## config.mk

```make
export PLATFORM = sky130hd
export DESIGN_NAME = pscl_timer16
export DESIGN_NICKNAME = d
export VERILOG_FILES = /design/src/rtl/pscl_timer_pkg.sv /design/src/rtl/pscl_edge_front.sv /design/src/rtl/pscl_divider.sv /design/src/rtl/pscl_count_core.sv /design/src/rtl/pscl_timer16.sv
export SDC_FILE = /design/constraint.sdc
export NUM_CORES = 1
export LEC_CHECK = 0
export ABC_AREA = 1
export ABC_CLOCK_PERIOD_IN_PS = 1760
export BUFFER_PORTS_ARGS = -buffer_cell sky130_fd_sc_hd__buf_2
export CAP_MARGIN = 20
export CORE_MARGIN = 10
export CORE_UTILIZATION = 57
export CTS_CLUSTER_SIZE = 28
export DETAILED_ROUTE_END_ITERATION = 10
export PLACE_DENSITY = 0.8
export SYNTH_ARGS = -nofsm -noshare
export SYNTH_HDL_FRONTEND = slang
export SYNTH_SLANG_ARGS = --single-unit
```

## constraint.sdc

```tcl
create_clock -name clk -period 1.76 [get_ports clk]
set_input_delay 0.352 -clock clk [delete_from_list [all_inputs] [get_ports clk]]
set_output_delay 0.352 -clock clk [all_outputs]
set_load 0.05 [all_outputs]
```

## src/rtl/pscl_timer_pkg.sv

```systemverilog
// Package: shared constants and helpers for the prescaled timer.
// Assumes the byte bus has two addresses: low byte and high byte.
package pscl_timer_pkg;

    // Byte lane selector on the register bus.
    typedef enum logic {
        LANE_LO = 1'b0,
        LANE_HI = 1'b1
    } lane_e;

    // Terminal value of the prescaler counter for a given select code.
    function automatic logic [7:0] div_limit(input logic [2:0] sel);
        return 8'((9'd1 << sel) - 9'd1);
    endfunction

endpackage

```

## src/rtl/pscl_edge_front.sv

```systemverilog
// Module: external clock front end.
// Brings ext_clk through an optional synchronizer chain and turns each
// rising edge into a one-cycle pulse. Assumes SYNC_STAGES >= 2.
module pscl_edge_front #(
    parameter int SYNC_STAGES = 2
) (
    input  logic clk,
    input  logic rst_n,
    input  logic ext_clk,
    input  logic sync_en,
    output logic rise
);
    logic [SYNC_STAGES-1:0] chain_q;
    logic                   sample;
    logic                   prev_q;

    // Synchronizer chain, one flop per stage.
    for (genvar s = 0; s < SYNC_STAGES; s++) begin : g_sync
        if (s == 0) begin : g_first
            // First stage samples the raw pin.
            always_ff @(posedge clk) begin
                if (!rst_n) chain_q[s] <= 1'b0;
                else        chain_q[s] <= ext_clk;
            end
        end else begin : g_next
            // Later stages follow the previous stage.
            always_ff @(posedge clk) begin
                if (!rst_n) chain_q[s] <= 1'b0;
                else        chain_q[s] <= chain_q[s-1];
            end
        end
    end

    // Pick the synchronized or the raw level.
    always_comb sample = sync_en ? chain_q[SYNC_STAGES-1] : ext_clk;

    // Remember the last sampled level for edge detection.
    always_ff @(posedge clk) begin
        if (!rst_n) prev_q <= 1'b0;
        else        prev_q <= sample;
    end

    // A rising edge is a high sample after a low one.
    always_comb rise = sample & ~prev_q;

endmodule

```

## src/rtl/pscl_divider.sv

```systemverilog
// Module: tick prescaler.
// Passes one of every 2^div_sel input ticks. Restarts from zero on
// restart or when div_sel changes; a tick in such a cycle is dropped.
module pscl_divider #(
    parameter int SEL_W = 2
) (
    input  logic             clk,
    input  logic             rst_n,
    input  logic             tick,
    input  logic [SEL_W-1:0] div_sel,
    input  logic             restart,
    output logic             step
);
    import pscl_timer_pkg::*;

    localparam int CNT_W = (1 << SEL_W) - 1;

    logic [CNT_W-1:0] cnt_q;
    logic [CNT_W-1:0] lim;
    logic [SEL_W-1:0] sel_q;
    logic             flush;

    // Terminal count for the current ratio.
    always_comb lim = CNT_W'(div_limit(3'(div_sel)));

    // Restart on request or on a new ratio.
    always_comb flush = restart | (div_sel != sel_q);

    // Emit a step when the terminal count is reached.
    always_comb step = tick & ~flush & (cnt_q == lim);

    // Track the ratio in use.
    always_ff @(posedge clk) begin
        if (!rst_n) sel_q <= '0;
        else        sel_q <= div_sel;
    end

    // Prescaler count.
    always_ff @(posedge clk) begin
        if (!rst_n)      cnt_q <= '0;
        else if (flush)  cnt_q <= '0;
        else if (tick)   cnt_q <= (cnt_q == lim) ? '0 : cnt_q + 1'b1;
    end

endmodule

```

## src/rtl/pscl_count_core.sv

```systemverilog
// Module: counter register, high-byte buffer, overflow flag and bus mux.
// Priority on the count: event clear, then bus write, then step.
// Assumes WIDTH = 2 * BYTE_W.
module pscl_count_core #(
    parameter int WIDTH  = 16,
    parameter int BYTE_W = 8
) (
    input  logic              clk,
    input  logic              rst_n,
    input  logic              step,
    input  logic              evt_clr,
    input  logic              wide_mode,
    input  logic              bus_addr,
    input  logic              bus_wr,
    input  logic              bus_rd,
    input  logic [BYTE_W-1:0] bus_wdata,
    output logic [BYTE_W-1:0] bus_rdata,
    input  logic              ovf_clr,
    output logic              ovf_flag,
    output logic              count_wr,
    output logic [WIDTH-1:0]  count,
    output logic [BYTE_W-1:0] hbuf
);
    import pscl_timer_pkg::*;

    localparam int HI_W = WIDTH - BYTE_W;

    logic [WIDTH-1:0]  count_q;
    logic [BYTE_W-1:0] hbuf_q;
    logic              ovf_q;
    logic              wrap;
    logic              sel_lo;

    always_comb sel_lo = (lane_e'(bus_addr) == LANE_LO);

    // A write touches the counter unless it only fills the buffer.
    always_comb count_wr = bus_wr & (sel_lo | ~wide_mode);

    // Wrap from all ones on a real step.
    always_comb wrap = step & ~evt_clr & ~count_wr & (&count_q);

    // Counter register.
    always_ff @(posedge clk) begin
        if (!rst_n)       count_q <= '0;
        else if (evt_clr) count_q <= '0;
        else if (count_wr) begin
            if (sel_lo)
                count_q <= wide_mode ? {hbuf_q, bus_wdata}
                                     : {count_q[WIDTH-1:BYTE_W], bus_wdata};
            else
                count_q <= {HI_W'(bus_wdata), count_q[BYTE_W-1:0]};
        end
        else if (step)    count_q <= count_q + 1'b1;
    end

    // High-byte buffer: filled by a wide high write or a wide low read.
    always_ff @(posedge clk) begin
        if (!rst_n)                            hbuf_q <= '0;
        else if (bus_wr && wide_mode && !sel_lo) hbuf_q <= bus_wdata;
        else if (bus_rd && wide_mode && sel_lo)  hbuf_q <= BYTE_W'(count_q[WIDTH-1:BYTE_W]);
    end

    // Sticky overflow flag; a wrap beats the clear.
    always_ff @(posedge clk) begin
        if (!rst_n)       ovf_q <= 1'b0;
        else if (wrap)    ovf_q <= 1'b1;
        else if (ovf_clr) ovf_q <= 1'b0;
    end

    // Read mux.
    always_comb begin
        if (sel_lo)         bus_rdata = count_q[BYTE_W-1:0];
        else if (wide_mode) bus_rdata = hbuf_q;
        else                bus_rdata = BYTE_W'(count_q[WIDTH-1:BYTE_W]);
    end

    always_comb ovf_flag = ovf_q;
    always_comb count    = count_q;
    always_comb hbuf     = hbuf_q;

endmodule

```

## src/rtl/pscl_timer16.sv

```systemverilog
// Module: top of the prescaled timer.
// Selects the tick source, gates it with run, divides it and counts.
// Assumes cyc_tick is a one-cycle pulse synchronous to clk.
module pscl_timer16 #(
    parameter int WIDTH       = 16,
    parameter int BYTE_W      = 8,
    parameter int SEL_W       = 2,
    parameter int SYNC_STAGES = 2
) (
    input  logic              clk,
    input  logic              rst_n,
    input  logic              cyc_tick,
    input  logic              ext_clk,
    input  logic              src_ext,
    input  logic              sync_en,
    input  logic [SEL_W-1:0]  div_sel,
    input  logic              run,
    input  logic              evt_clr,
    input  logic              wide_mode,
    input  logic              bus_addr,
    input  logic              bus_wr,
    input  logic              bus_rd,
    input  logic [BYTE_W-1:0] bus_wdata,
    output logic [BYTE_W-1:0] bus_rdata,
    input  logic              ovf_clr,
    output logic              ovf_flag
);
    logic              ext_rise;
    logic              src_tick;
    logic              inc_w;
    logic              count_wr;
    logic [WIDTH-1:0]  cnt_live;
    logic [BYTE_W-1:0] hbuf_live;

    pscl_edge_front #(.SYNC_STAGES(SYNC_STAGES)) u_front (
        .clk     (clk),
        .rst_n   (rst_n),
        .ext_clk (ext_clk),
        .sync_en (sync_en),
        .rise    (ext_rise)
    );

    // Source select gated by run.
    always_comb src_tick = run & (src_ext ? ext_rise : cyc_tick);

    pscl_divider #(.SEL_W(SEL_W)) u_div (
        .clk     (clk),
        .rst_n   (rst_n),
        .tick    (src_tick),
        .div_sel (div_sel),
        .restart (count_wr),
        .step    (inc_w)
    );

    pscl_count_core #(.WIDTH(WIDTH), .BYTE_W(BYTE_W)) u_core (
        .clk       (clk),
        .rst_n     (rst_n),
        .step      (inc_w),
        .evt_clr   (evt_clr),
        .wide_mode (wide_mode),
        .bus_addr  (bus_addr),
        .bus_wr    (bus_wr),
        .bus_rd    (bus_rd),
        .bus_wdata (bus_wdata),
        .bus_rdata (bus_rdata),
        .ovf_clr   (ovf_clr),
        .ovf_flag  (ovf_flag),
        .count_wr  (count_wr),
        .count     (cnt_live),
        .hbuf      (hbuf_live)
    );

endmodule

```

==> summary.txt <==
Outcome
  • Outcome: complete, no violations

Routing
  • Overall routed net length: 6910 µm
  • Via Count: 2663
  • Number of remaining DRC errors: 0
  • Number of DRC markers after the initial detailed-route iteration: 350
  • Per-cell via count in the routed design: 5.73
  • Count of nets left with antenna violations after detail routing: 0
  • WL per Instance: 14.9 µm
  • Total iterations of the first detailed-routing run: 5

Placed design
  • Number of cells in the design after placement: 454
  • Post-detailed-placement half-perimeter wirelength: 5030 µm
  • Routability Congestion: 0.942
  • Placed instance area: 2500 µm²
  • Worst slack, placed: 59.3 ps
  • Count of port buffers added during placement: 31

Final layout
  • Relative area change from synthesis to final layout: 19.3%
  • Final non-filler cell total: 465
  • Fill count: 339
  • Post-route cell area: 2630 µm²
  • Area taken by multi-input logic gates: 1330 µm²
  • Total Nets Final: 442
  • Fraction of layout cells with a size suffix above 1: 16.8%
  • Final antenna diode count: 0
  • Combined flip-flop and latch cell area: 661 µm²

Worst hold path
  • Beginning of the worst hold path: ext_clk
  • Number of stages on the worst hold path: 3
  • End of the worst hold path: u_front.chain_q[0]
  • Kind of path behind the tightest hold check: input port to register

STA
  • Final Hold Violating Endpoints: 0
  • Final critical-path share of the clock period: 98.3%
  • Hold Worst Slack: 271 ps
  • Fmax achieved: 578 MHz
  • Worst setup skew after layout: 9.69 ps
  • Count of final setup violators: 0
  • Time the final worst path needs with I/O delays and setup: 1730 ps
  • Worst-Margin Slew: 501 ps
  • Final count of pins violating max slew: 0
  • Final setup margin: 29.9 ps
  • Worst relative slew slack: 66.5%

Floorplan
  • Die width: 82.2 µm
  • Floorplan Core Area: 3720 µm²
  • Die outline area: 6760 µm²
  • Effective utilization at floorplan: 59.4%
  • Rows: 22
  • Number of top-level pins: 32
  • Die height: 82.2 µm

Critical path
  • Element type at the critical path end: primary output
  • Flop-to-flop setup slack: 180 ps
  • Beginning of the worst register-to-register path: u_core.count[0]
  • Element type at the critical path start: input port
  • Crit Path Class: input port to primary output
  • R2R cell count: 9
  • Required time worst endpoint: 1410 ps
  • End of the worst register-to-register path: u_core.count[10]
  • Worst Path Max Fanout: 6
  • Crit path arrival time: 1380 ps

Clocking
  • Hold buffer count at cts: 0
  • Maximum buffer depth of the clock tree: 2
  • Deepest level of the CTS H-tree: 2
  • TritonCTS clock tree: yes
  • CTS Buf Count: 5
  • Latest clock arrival within the worst-skew pair: 290 ps
  • Clock-pin slew reported for the worst setup and hold paths after clock tree synthesis: 60 ps
  • Clk sink count: 33
  • Root Buffer: sky130_fd_sc_hd__clkbuf_8

Synth
  • Number of register bits inferred by synthesis: 33
  • Gate count after technology mapping: 370
  • YS warnings: 0
  • Cell type contributing the most total cell area after synthesis: sky130_fd_sc_hd__dfxtp_1
  • Share of synthesized area occupied by flip-flops and latches: 29.9%
  • Number of nets produced by synthesis: 395
  • Leading post-synthesis cells by cell area: sky130_fd_sc_hd__dfxtp_1 30%, sky130_fd_sc_hd__nand2_1 16%, sky130_fd_sc_hd__o21ai_0 11%
  • Area share of the largest cell type after synthesis: 29.9%
  • Synth unique cells: 23
  • Cell area after synthesis: 2210 µm²
  • Avg Inst Size Synth: 5.97 µm²

Global routing
  • Met2 global-route usage: 32.7%
  • Antenna violations before repair: 0
  • Met3 Use GR: 4.43%
  • Vias in the first global route: 2314
  • Wire length of the first global-routing pass: 11000 µm
  • Remaining global-route overflow: 0
  • Busiest layer in global routing: met2
  • Maximum number of pins on one net before global-route repair: 19
  • Total Routing Usage GR: 20.9%
  • Global routing met1 resource utilization: 28.0%

Pwr
  • Static Leakage: 1.19 nW
  • Highest ir drop seen on vdd: 0.592 mV
  • Total power after layout: 0.00173 W
  • Power Density: 659 nW/µm²

Job
  • Max capacitance violation total: 0
==> registers in the layout, summed over array words and instances, names as in the netlist <==
signal and cells:
u_core.count 16, u_core.hbuf 8, u_core.ovf_flag 1, u_div.cnt_q 3, u_div.sel_q 2, u_front.chain_q 2, u_front.prev_q 1
==> synthesized netlist by cell type, drive strengths merged <==
master,n
nand2,100
o21ai,50
inv,45
nor2,45
dfxtp,33
nand3,31
a21oi,30
clkbuf,8
o211ai,8
buf,3
nand4,3
o22ai,3
xor2,3
ha,2
or2,2
xnor2,2
clkinv,1
nor3,1
==> cell families after synthesis <==
| family | share of synthesized area (%) |
|---|---|
| compound gates | 21.7 |
| simple gates | 35.0 |
| buf+inv | 10.3 |
| flops | 29.9 |
| xor+xnor | 1.98 |
| fa+ha+maj | 1.13 |
==> power breakdown <==
| part | internal, W | switching, W |
|---|---|---|
| logic | 0.000120 | 0.000235 |
| registers | 0.000772 | 0.0000187 |
| clock network | 0.000310 | 0.000278 |
==> per-layer routing <==
| layer | vias up | part of all wire (%) | wire length, µm |
|---|---|---|---|
| li1 | 1295 | - | - |
| met1 | 1179 | 43 | 2940 |
| met2 | 171 | 45 | 3090 |
| met3 | 18 | 11 | 743 |
| met4 | 0 | 1.9 | 133 |
| met5 | - | 0 | 0 |
==> worst max-delay path, cell delays in order <==
cell	delay (ps)
sky130_fd_sc_hd__buf_2	150
sky130_fd_sc_hd__clkinvlp_4	110
sky130_fd_sc_hd__buf_4	150
sky130_fd_sc_hd__a21oi_1	140
sky130_fd_sc_hd__o21ai_0	90
sky130_fd_sc_hd__o21ai_0	100
sky130_fd_sc_hd__clkbuf_4	280
==> worst max path at each step <==
stage	from	end	slack (ps)	cells after the start
after floorplan	bus_addr	bus_rdata[0]	-200	2
after global placement	wide_mode	bus_rdata[7]	100	6
after detailed placement	wide_mode	bus_rdata[0]	60	6
after CTS	u_core.count[8]	bus_rdata[0]	30	5
after global routing	wide_mode	bus_rdata[7]	-20	7
final	wide_mode	bus_rdata[0]	30	7
==> placed cells by master (no fill, tap or decap), types with 3 or more instances in the layout <==
master	instances
sky130_fd_sc_hd__a21oi_1	30
sky130_fd_sc_hd__buf_2	26
sky130_fd_sc_hd__buf_4	20
sky130_fd_sc_hd__clkbuf_4	4
sky130_fd_sc_hd__clkbuf_8	6
sky130_fd_sc_hd__dfxtp_1	33
sky130_fd_sc_hd__inv_1	43
sky130_fd_sc_hd__nand2_1	95
sky130_fd_sc_hd__nand2_2	3
sky130_fd_sc_hd__nand3_1	31
sky130_fd_sc_hd__nand4_1	3
sky130_fd_sc_hd__nor2_1	42
sky130_fd_sc_hd__nor2_4	3
sky130_fd_sc_hd__o211ai_1	8
sky130_fd_sc_hd__o21ai_0	48
sky130_fd_sc_hd__o22ai_1	3
sky130_fd_sc_hd__xor2_1	3
==> per-stage QoR <==
stage	setup TNS, ps	utilization [%]
6_report	0	70.9
5_1_grt	-26.1	70.9
4_1_cts	0	69.5
3_5_place_dp	0	67.2
3_3_place_gp	0	67.2
2_1_floorplan	-1300	-
==> repair_timing <==
| action | 4_1_cts | 5_1_grt |
|---|---|---|
| setup endpoints to repair | 0 | 11 |
| resized for setup | 0 | 11 |
| buffers inserted | 0 | 4 |
==> layout make-up <==
cell class | instances | area share [%]
multi-input combinational | 280 | 50.6
clock buffer | 7 | 3.28
tap | 48 | 2.28
inverter | 46 | 6.79
sequential | 33 | 25.1
timing repair buffer | 51 | 12.0
No activity file was read; power rests on OpenSTA's default activity.
